==> config.mk <==
export PLATFORM = sky130hd
export DESIGN_NAME = bitclk_gen
export DESIGN_NICKNAME = d
export VERILOG_FILES = /design/src/rtl/bitclk_pkg.sv /design/src/rtl/bitclk_dp.sv /design/src/rtl/bitclk_ctrl.sv /design/src/rtl/bitclk_gen.sv
export SDC_FILE = /design/constraint.sdc
export NUM_CORES = 1
export LEC_CHECK = 0
export BUFFER_PORTS_ARGS = -buffer_cell sky130_fd_sc_hd__buf_4
export CORE_ASPECT_RATIO = 0.5
export CORE_MARGIN = 2
export CORE_UTILIZATION = 42
export CTS_CLUSTER_SIZE = 25
export DETAILED_ROUTE_END_ITERATION = 8
export GPL_TIMING_DRIVEN = 0
export PLACE_DENSITY = 0.68
export SLEW_MARGIN = 5
export SYNTH_ARGS = -nofsm -noshare
export SYNTH_HDL_FRONTEND = slang
export SYNTH_SLANG_ARGS = --single-unit
==> constraint.sdc <==
create_clock -name clk -period 3.7 [get_ports clk]
set_input_delay 0 -clock clk [delete_from_list [all_inputs] [get_ports clk]]
set_output_delay 0 -clock clk [all_outputs]
set_load 0.1 [all_outputs]
==> src/rtl/bitclk_pkg.sv <==
package bitclk_pkg;

  typedef enum logic {
    MODE_SLAVE  = 1'b0,
    MODE_MASTER = 1'b1
  } clkMode_e;

  // strobes issued by the control to the datapath
  typedef struct packed {
    logic clrAll;     // enable low: zero everything
    logic loadCfg;    // capture new settings
    logic wrapPre;    // prescale counter returns to zero
    logic incRate;    // advance second-stage counter
    logic wrapRate;   // second-stage counter returns to zero
    logic toggleClk;  // invert serial clock
    logic sampleHit;  // end of a prescale period
  } ctlStrobe_t;

  // compare results returned by the datapath
  typedef struct packed {
    logic preHalf;
    logic preLast;
    logic rateLast;
    logic sclkHigh;
  } dpFlags_t;

endpackage

==> src/rtl/bitclk_dp.sv <==
module bitclk_dp
  import bitclk_pkg::*;
#(
  parameter int PRE_W  = 8,
  parameter int RATE_W = 8
) (
  input  logic              clk,
  input  logic              rstN,
  input  logic [PRE_W-1:0]  preDiv,
  input  logic [RATE_W-1:0] rateSel,
  input  ctlStrobe_t        ctl,
  output dpFlags_t          flags,
  output logic              sclkOut,
  output logic              riseTick,
  output logic              fallTick,
  output logic              sampleStrobe
);

  localparam int HALF_W = PRE_W - 1;

  logic [HALF_W-1:0] halfReq;
  logic [HALF_W-1:0] halfEff;
  logic [HALF_W-1:0] halfPre;
  logic [RATE_W-1:0] rateMax;
  logic [PRE_W-1:0]  preCnt;
  logic [RATE_W-1:0] rateCnt;
  logic [PRE_W-1:0]  halfTop;
  logic [PRE_W-1:0]  fullTop;
  logic              sclkR;
  logic              riseR;
  logic              fallR;
  logic              sampR;

  // even-only prescale: drop bit 0, clamp to at least 2
  assign halfReq = preDiv[PRE_W-1:1];
  assign halfEff = (halfReq == '0) ? HALF_W'(1) : halfReq;

  always_ff @(posedge clk or negedge rstN) begin
    if (!rstN) begin
      halfPre <= HALF_W'(1);
      rateMax <= '0;
    end else if (ctl.loadCfg) begin
      halfPre <= halfEff;
      rateMax <= rateSel;
    end
  end

  assign halfTop = {1'b0, halfPre} - PRE_W'(1);
  assign fullTop = {halfPre, 1'b0} - PRE_W'(1);

  always_ff @(posedge clk or negedge rstN) begin
    if (!rstN) begin
      preCnt <= '0;
    end else if (ctl.clrAll || ctl.wrapPre) begin
      preCnt <= '0;
    end else begin
      preCnt <= preCnt + PRE_W'(1);
    end
  end

  always_ff @(posedge clk or negedge rstN) begin
    if (!rstN) begin
      rateCnt <= '0;
    end else if (ctl.clrAll || ctl.wrapRate) begin
      rateCnt <= '0;
    end else if (ctl.incRate) begin
      rateCnt <= rateCnt + RATE_W'(1);
    end
  end

  always_ff @(posedge clk or negedge rstN) begin
    if (!rstN) begin
      sclkR <= 1'b0;
      riseR <= 1'b0;
      fallR <= 1'b0;
      sampR <= 1'b0;
    end else begin
      if (ctl.clrAll) begin
        sclkR <= 1'b0;
      end else if (ctl.toggleClk) begin
        sclkR <= ~sclkR;
      end
      riseR <= !ctl.clrAll && ctl.toggleClk && !sclkR;
      fallR <= !ctl.clrAll && ctl.toggleClk && sclkR;
      sampR <= !ctl.clrAll && ctl.sampleHit;
    end
  end

  assign flags.preHalf  = (preCnt == halfTop);
  assign flags.preLast  = (preCnt == fullTop);
  assign flags.rateLast = (rateCnt == rateMax);
  assign flags.sclkHigh = sclkR;

  assign sclkOut      = sclkR;
  assign riseTick     = riseR;
  assign fallTick     = fallR;
  assign sampleStrobe = sampR;

  // rise pulse sits in the first high cycle
  assert_rise_level_R3: assert property (@(posedge clk) disable iff (!rstN)
    riseR |-> (sclkR && !$past(sclkR)));

  // fall pulse sits in the first low cycle
  assert_fall_level_R3: assert property (@(posedge clk) disable iff (!rstN)
    fallR |-> (!sclkR && $past(sclkR)));

  assert_tick_exclusive_R3: assert property (@(posedge clk) disable iff (!rstN)
    !(riseR && fallR));

  // one edge with enable low leaves everything cleared
  assert_clear_on_disable_R5: assert property (@(posedge clk) disable iff (!rstN)
    $past(ctl.clrAll) |-> (!sclkR && !riseR && !fallR && !sampR && preCnt == '0 && rateCnt == '0));

  // stored half-prescale never reaches zero
  assert_half_nonzero_R1: assert property (@(posedge clk) disable iff (!rstN)
    halfPre != '0);

  // counters stay inside the programmed ranges
  assert_cnt_bound_R2: assert property (@(posedge clk) disable iff (!rstN)
    (preCnt <= fullTop) && (rateCnt <= rateMax));

endmodule

==> src/rtl/bitclk_ctrl.sv <==
module bitclk_ctrl
  import bitclk_pkg::*;
(
  input  logic       clk,
  input  logic       rstN,
  input  logic       enable,
  input  logic       isMaster,
  input  dpFlags_t   flags,
  output ctlStrobe_t ctl
);

  clkMode_e modeR;
  logic     halfHit;
  logic     boundary;
  logic     masterOn;

  assign masterOn = (modeR == MODE_MASTER);
  assign halfHit  = enable && (flags.preHalf || flags.preLast);

  always_comb begin
    ctl           = '0;
    ctl.clrAll    = !enable;
    ctl.wrapPre   = enable && flags.preLast;
    ctl.sampleHit = enable && flags.preLast;
    ctl.incRate   = masterOn && halfHit && !flags.rateLast;
    ctl.wrapRate  = masterOn && halfHit && flags.rateLast;
    ctl.toggleClk = masterOn && halfHit && flags.rateLast;
    boundary      = masterOn ? (ctl.wrapRate && flags.sclkHigh) : ctl.wrapPre;
    ctl.loadCfg   = !enable || boundary;
  end

  always_ff @(posedge clk or negedge rstN) begin
    if (!rstN) begin
      modeR <= MODE_SLAVE;
    end else if (ctl.loadCfg) begin
      modeR <= isMaster ? MODE_MASTER : MODE_SLAVE;
    end
  end

  // a master period boundary always coincides with a prescale wrap
  assert_boundary_aligned_R6: assert property (@(posedge clk) disable iff (!rstN)
    (enable && masterOn && ctl.wrapRate && flags.sclkHigh) |-> flags.preLast);

  // slave mode never toggles the serial clock
  assert_slave_quiet_R4: assert property (@(posedge clk) disable iff (!rstN)
    (modeR == MODE_SLAVE) |-> !ctl.toggleClk);

endmodule

==> src/rtl/bitclk_gen.sv <==
module bitclk_gen
  import bitclk_pkg::*;
#(
  parameter int PRE_W  = 8,
  parameter int RATE_W = 8
) (
  input  logic              clk,
  input  logic              rstN,
  input  logic              enable,
  input  logic              isMaster,
  input  logic [PRE_W-1:0]  preDiv,
  input  logic [RATE_W-1:0] rateSel,
  output logic              sclkOut,
  output logic              riseTick,
  output logic              fallTick,
  output logic              sampleStrobe
);

  ctlStrobe_t ctl;
  dpFlags_t   flags;

  bitclk_ctrl uCtrl (
    .clk      (clk),
    .rstN     (rstN),
    .enable   (enable),
    .isMaster (isMaster),
    .flags    (flags),
    .ctl      (ctl)
  );

  bitclk_dp #(.PRE_W(PRE_W), .RATE_W(RATE_W)) uDp (
    .clk          (clk),
    .rstN         (rstN),
    .preDiv       (preDiv),
    .rateSel      (rateSel),
    .ctl          (ctl),
    .flags        (flags),
    .sclkOut      (sclkOut),
    .riseTick     (riseTick),
    .fallTick     (fallTick),
    .sampleStrobe (sampleStrobe)
  );

endmodule

* Yosys cells after proc, flatten, opt, wreduce, memory -nomap -nowiden
Index checks and enable logic that the tools add are counted.
Word-level totals: bits in registers 36, output and inout bits 4, logic and storage cells 45, input port bits 20
Operators by class: muxes and demuxes 8, equal/unequal tests 4, reductions and logical operators 19, add/subtract/negate cells 4, bitwise operators 1
Operator list (number):
- 8-bit equality test | 3
- 8-bit 2-to-1 mux | 3
- 8-bit by 1-bit adder with 8-bit output, second input constant | 2
- 1-bit logical AND | 10
- 7-bit by 1-bit subtractor with 8-bit output, second input constant | 1
- 8-bit by 1-bit subtractor with 8-bit output, second input constant | 1
- 7-bit logical NOT | 1
- 7-bit 2-to-1 mux | 1
- 1-bit logical OR | 4
- 1-bit 2-to-1 mux | 4
- 1-bit logical NOT | 3
- 2-bit by 1-bit inequality test with 1-bit output, second input constant | 1
- 2-bit nonzero test | 1
- 1-bit inverter | 1

* Logic depth before layout (Yosys ltp)
depth after elaboration 9, gate-level depth with buffers 12, gate-level depth less buffers 9

* Cells and area by module
A second synthesis with hierarchy kept.
Second synthesis, totals: cell total of the unflattened synthesis 210, area total of the unflattened synthesis 2079.5 um^2
Modules (own cells, without submodules):
- bitclk_dp | area an instance 1963.1 um^2, seq. area each 877.1 um^2, cells an instance 193, times used 1
- bitclk_ctrl | area an instance 116.4 um^2, seq. area each 25.0 um^2, cells an instance 17, times used 1

* Worst setup path before layout
OpenSTA, ideal clock, no wires.
kind register to register, start reg uDp.halfPre[0], end reg uDp.halfPre[4], path buffers 2, slack 0.774 ns, arrival 2.799 ns, cell stages (with the launch flop) 12, clock period less this slack 2.926 ns, data required time 3.572 ns, setup time 0.128 ns, cell sequence dfstp_2 -> clkbuf_4 -> inv_1 -> ha_1 -> nor3b_1 -> xnor2_1 -> xnor2_1 -> nor4_4 -> a21oi_2 -> o21ai_4 -> buf_4 -> mux2_1
On the way: word-level cells in the longest chain between the ends 9, elaborated cells on any way between the ends 12, classes of those cells add/sub (2); eq/ne (2); mux (1); reduce/logical (7)
Ends and longest elaborated chain:
- start, declared | line bitclk_dp.sv:23 | logic [HALF_W-1:0] halfPre;
- start signal, assigned | line bitclk_dp.sv:43 | halfPre <= halfEff;
- 8-bit by 1-bit subtractor with 8-bit output or 7-bit by 1-bit subtractor with 8-bit output (tied branches) | line bitclk_dp.sv:49, bitclk_dp.sv:48
- 8-bit equality test, on equally long branches | line bitclk_dp.sv:90, bitclk_dp.sv:89
- 1-bit logical OR | line bitclk_ctrl.sv:18 | assign halfHit = enable && (flags.preHalf || flags.preLast);
- 1-bit logical AND | line bitclk_ctrl.sv:18
- 1-bit logical AND (2 in series) | line bitclk_ctrl.sv:26 | ctl.wrapRate = masterOn && halfHit && flags.rateLast;
- 1-bit logical AND | line bitclk_ctrl.sv:28 | boundary = masterOn ? (ctl.wrapRate && flags.sclkHigh) : ctl.wrapPre;
- 1-bit 2-to-1 mux * | line bitclk_ctrl.sv:28
- 1-bit logical OR * | line bitclk_ctrl.sv:29 | ctl.loadCfg = !enable || boundary;
Mark *: on every way between the ends. The rest lies on a longest branch, timed or not. A chain may end at the register's enable or synchronous reset.

* Final worst setup path
start reg uDp.halfPre[0], end reg uDp.rateMax[2]
On the way: word-level cells in the longest chain between the ends 9, elaborated cells on any way between the ends 12, classes of those cells add/sub (2); eq/ne (2); mux (1); reduce/logical (7)
Ends and longest elaborated chain:
- 8-bit by 1-bit subtractor with 8-bit output or 7-bit by 1-bit subtractor with 8-bit output (tied branches) | line bitclk_dp.sv:49, bitclk_dp.sv:48
- 8-bit equality test, on equally long branches | line bitclk_dp.sv:90, bitclk_dp.sv:89
- 1-bit logical OR | line bitclk_ctrl.sv:18
- 1-bit logical AND | line bitclk_ctrl.sv:18
- 1-bit logical AND (2 in series) | line bitclk_ctrl.sv:26
- 1-bit logical AND | line bitclk_ctrl.sv:28
- 1-bit 2-to-1 mux * | line bitclk_ctrl.sv:28
- 1-bit logical OR * | line bitclk_ctrl.sv:29
- end signal, assigned | line bitclk_dp.sv:44 | rateMax <= rateSel;
- end, declared | line bitclk_dp.sv:24 | logic [RATE_W-1:0] rateMax;
Marks and branches as above.

==> summary.md <==
Logic synthesis
- **Synth Flop Type** sky130_fd_sc_hd__dfrtp_1
- **mean instance size in the synthesized netlist** 10.72 um^2
- **number of warnings printed during yosys synthesis** 0
- **top cell type by total area after synthesis** sky130_fd_sc_hd__dfrtp_1
- **most frequent cell after synthesis** sky130_fd_sc_hd__dfrtp_1
- **count of different cell masters after synthesis** 52
- **Synth Register Bits** 36
- **syn nets** 219
- **Yosys top cell area share** 0.4167
- **biggest area contributors in the synthesized netlist** sky130_fd_sc_hd__dfrtp_1 42%, sky130_fd_sc_hd__xnor2_1 6.7%, sky130_fd_sc_hd__xor2_1 5.8%, sky130_fd_sc_hd__mux2_1 4.8%, sky130_fd_sc_hd__mux2_2 3.2%
- **Post-Synthesis Cell Area** 0.002102 mm^2
- **Synth Instances** 196
- **ranking of synthesized cells by instance count** 35 x sky130_fd_sc_hd__dfrtp_1, 16 x sky130_fd_sc_hd__xnor2_1, 14 x sky130_fd_sc_hd__nor2_1, 14 x sky130_fd_sc_hd__xor2_1, 11 x sky130_fd_sc_hd__nand2_1
- **share of async-settable or async-resettable flops after synthesis** 1.000
- **Post-synth EDFFs** 0
- **Seq/Total Area, Yosys** 0.4292

Final layout
- **layout net count** 266
- **number of inserted filler cells in the final layout** 448
- **Final Instance Area** 0.002616 mm^2
- **proportion of layout cells with a drive suffix above 1** 0.2254
- **final cell utilization of the core** 0.5378
- **Ant. Diodes** 0
- **Area growth, synth to finish** 24.46%

Die
- **Die X-Extent** 104.0 um
- **initial core utilization** 0.4321
- **Die ar.** 0.005621 mm^2
- **I/O Pins** 24
- **placeable core region** 0.004865 mm^2
- **total number of placement rows** 18
- **y dimension of the die** 54.03 um

Place
- **routability congestion estimate** 0.8184
- **Placed Instance Area** 0.002355 mm^2
- **HPWL after detailed placement** 2.905 mm
- **count of buffers inserted at the top-level ports** 22
- **worst setup timing slack at the placement stage** 0.4686 ns

Timing
- **final setup margin** 0.4657 ns
- **worst-case headroom to the max-slew limit** 0.6587
- **skew final** 0.008965 ns
- **slew at the pin closest to its max-slew limit** 0.5082 ns
- **maximum clock frequency** 0.3092 GHz
- **accumulated negative setup slack** 0 ns
- **number of pins exceeding their max-slew limit in the final report** 0
- **setup repair after global routing missed its margin** no
- **Fin. Hold Viols** 0
- **clock period minus final worst setup slack** 3.234 ns
- **Setup violations, final** 0
- **ratio of final minimum period to clock period** 0.8741

Power
- **VDD IR max** 0.2031 mV
- **total power density per cell area** 337.0 mW/mm^2
- **internal portion of total power** 0.6363 mW
- **net switching fraction of the power** 0.2783
- **share of power burned in combinational logic** 0.187
- **proportion of power drawn by the clock network** 0.313
- **standby leakage power** 1.088 nW
- **switching power** 0.2454 mW
- **overall power of the completed layout** 0.8817 mW
- **sequential share of power** 0.500

GRT
- **aggregate global routing overflow** 0
- **vias in the first global route** 1477
- **pin count of the biggest net entering global routing** 37
- **global-route usage over all layers** 0.1649
- **wire length of the first global-routing pass** 7.051 mm
- **antenna violations before repair** 0

Routing
- **vias after detailed routing** 1566
- **DRT iter0 DRCs** 66
- **number of nets with antenna violations after detailed routing** 0
- **routed wire length per instance** 13.42 um
- **Pre-antenna DRT Iters** 4
- **DRC errors left** 0
- **Total Routed Length** 4.215 mm
- **per-cell via count in the routed design** 4.987

Critical path
- **CP arrival** 3.42 ns
- **type of element capturing the critical path** register
- **kind of critical path** register to register
- **critical path startpoint category** register
- **required time worst endpoint** 3.88 ns
- **crit-path max FO** 10

Clocking
- **# Post-CTS Setup Buffers** 0
- **buffers from clock root to sink, at most** 2
- **clock latency on the worst-skew pair** 0.30 ns
- **TritonCTS clock tree** built
- **sinks on the clock net** 36
- **clk root buf** sky130_fd_sc_hd__clkbuf_8
- **Inserted Clock Buffers** 5
- **maximum level of the CTS H-tree** 2
- **clock-pin slew reported for the worst setup and hold paths after clock tree synthesis** 0.07 ns

Run status
- **outcome** finished clean

Run
- **number of maximum-capacitance constraint violations** 0

Min path
- **Worst Hold Class** primary input to async pin

[registers in the layout (all words and copies together), names as in the netlist]
signal,flops
uDp.rateMax,8
uDp.rateCnt,8
uDp.halfPre,7
uDp.fallTick,1
uDp.sampleStrobe,1
uCtrl.masterOn,1
uDp.riseTick,1
uDp.preCnt,8
uDp.sclkOut,1
[stage by stage]
stage	cells	hold slack, ns
2_1_floorplan	196	-0.2956
3_3_place_gp	288	-0.02083
3_5_place_dp	288	-0.01618
4_1_cts	314	0.2038
5_1_grt	314	0.2343
6_report	314	0.2004
[power by group through the flow]
stage | logic, mW | clock network, mW | registers [mW]
final | 0.165 | 0.276 | 0.441
after CTS | 0.165 | 0.282 | 0.440
after floorplan | 0.109 | 0 | 0.441
after global routing | 0.181 | 0.303 | 0.444
after global placement | 0.146 | 0 | 0.447
after detailed placement | 0.149 | 0 | 0.448
[final timing paths]
path / start / to / slack, ns / depth (start not counted)
max: uDp.halfPre[0] / uDp.rateMax[2] / 0.47 / 11
min: rstN / uDp.rateCnt[5] / 0.20 / 2
max reg2reg: uDp.halfPre[0] / uDp.rateMax[2] / 0.47 / 11
min reg2reg: uDp.sclkOut / uDp.riseTick / 0.51 / 1
max in group asynchronous: rstN / uDp.halfPre[0] / 3.16 / 2
min in group clk: rateSel[5] / uDp.rateMax[5] / 0.46 / 3
[layout by cell type, fill, tap and decap left out, drive strengths merged, types with 2 or more instances in the layout]
cell type     n
or4           3
xor2         14
nor3          4
o31ai         3
dfrtp        35
nor3b         2
clkbuf       11
o211ai        3
nand4         4
dlygate4sd3  18
a21oi        11
nor2         14
nor2b         2
nor4          3
inv           5
mux2         15
buf          26
or3           4
and3          3
o21ai         7
mux2i         2
nand2        11
ha            3
and2          3
o2111ai       3
nand3         5
xnor2        16
[repair_timing]
action | CTS | global route
hold endpoints to repair | 53 | 0
setup endpoints to repair | 0 | 0
hold buffers | 18 | 0
resized for setup | 0 | 0
[critical path, stage by stage (launching register included)]
cell,delay (ns)
sky130_fd_sc_hd__dfstp_2,0.52
sky130_fd_sc_hd__clkbuf_4,0.19
sky130_fd_sc_hd__inv_1,0.09
sky130_fd_sc_hd__ha_1,0.25
sky130_fd_sc_hd__nor3b_1,0.16
sky130_fd_sc_hd__xnor2_1,0.25
sky130_fd_sc_hd__xnor2_1,0.15
sky130_fd_sc_hd__nor4_4,0.53
sky130_fd_sc_hd__a21oi_2,0.14
sky130_fd_sc_hd__o21ai_4,0.26
sky130_fd_sc_hd__buf_4,0.25
sky130_fd_sc_hd__mux2_1,0.34
[cell families (layout without fill, tap and decap cells)]
logic type | Yosys count | after routing | synth area share
simple gates | 65 | 65 | 0.1845
flops | 36 | 36 | 0.4292
compound gates | 31 | 31 | 0.1101
xor+xnor | 31 | 31 | 0.1357
mux | 17 | 17 | 0.08988
buf+inv | 13 | 61 | 0.03274
fa+ha+maj | 3 | 3 | 0.01786
[area by class of cell]
cell class | count | area (um^2) | share of cell area
Multi-Input combinational cell | 147 | 1131 | 0.4323
Sequential cell | 36 | 902.1 | 0.3448
Timing Repair Buffer | 40 | 345.3 | 0.1320
Tap cell | 70 | 87.58 | 0.03348
Clock buffer | 7 | 76.32 | 0.02917
Buffer | 8 | 50.05 | 0.01913
Inverter | 5 | 18.77 | 0.007174
Clock inverter | 1 | 5.005 | 0.001913
[metal layers]
| metal | global-route usage | vias to the layer above | part of all wire |
|---|---|---|---|
| li1 | - | 792 | - |
| met1 | 0.2031 | 751 | 0.48 |
| met2 | 0.2829 | 15 | 0.48 |
| met3 | 0.03995 | 8 | 0.023 |
| met4 | 0.08108 | 0 | 0.019 |
| met5 | 0 | - | 0 |
(Power assumes the default switching activity.)
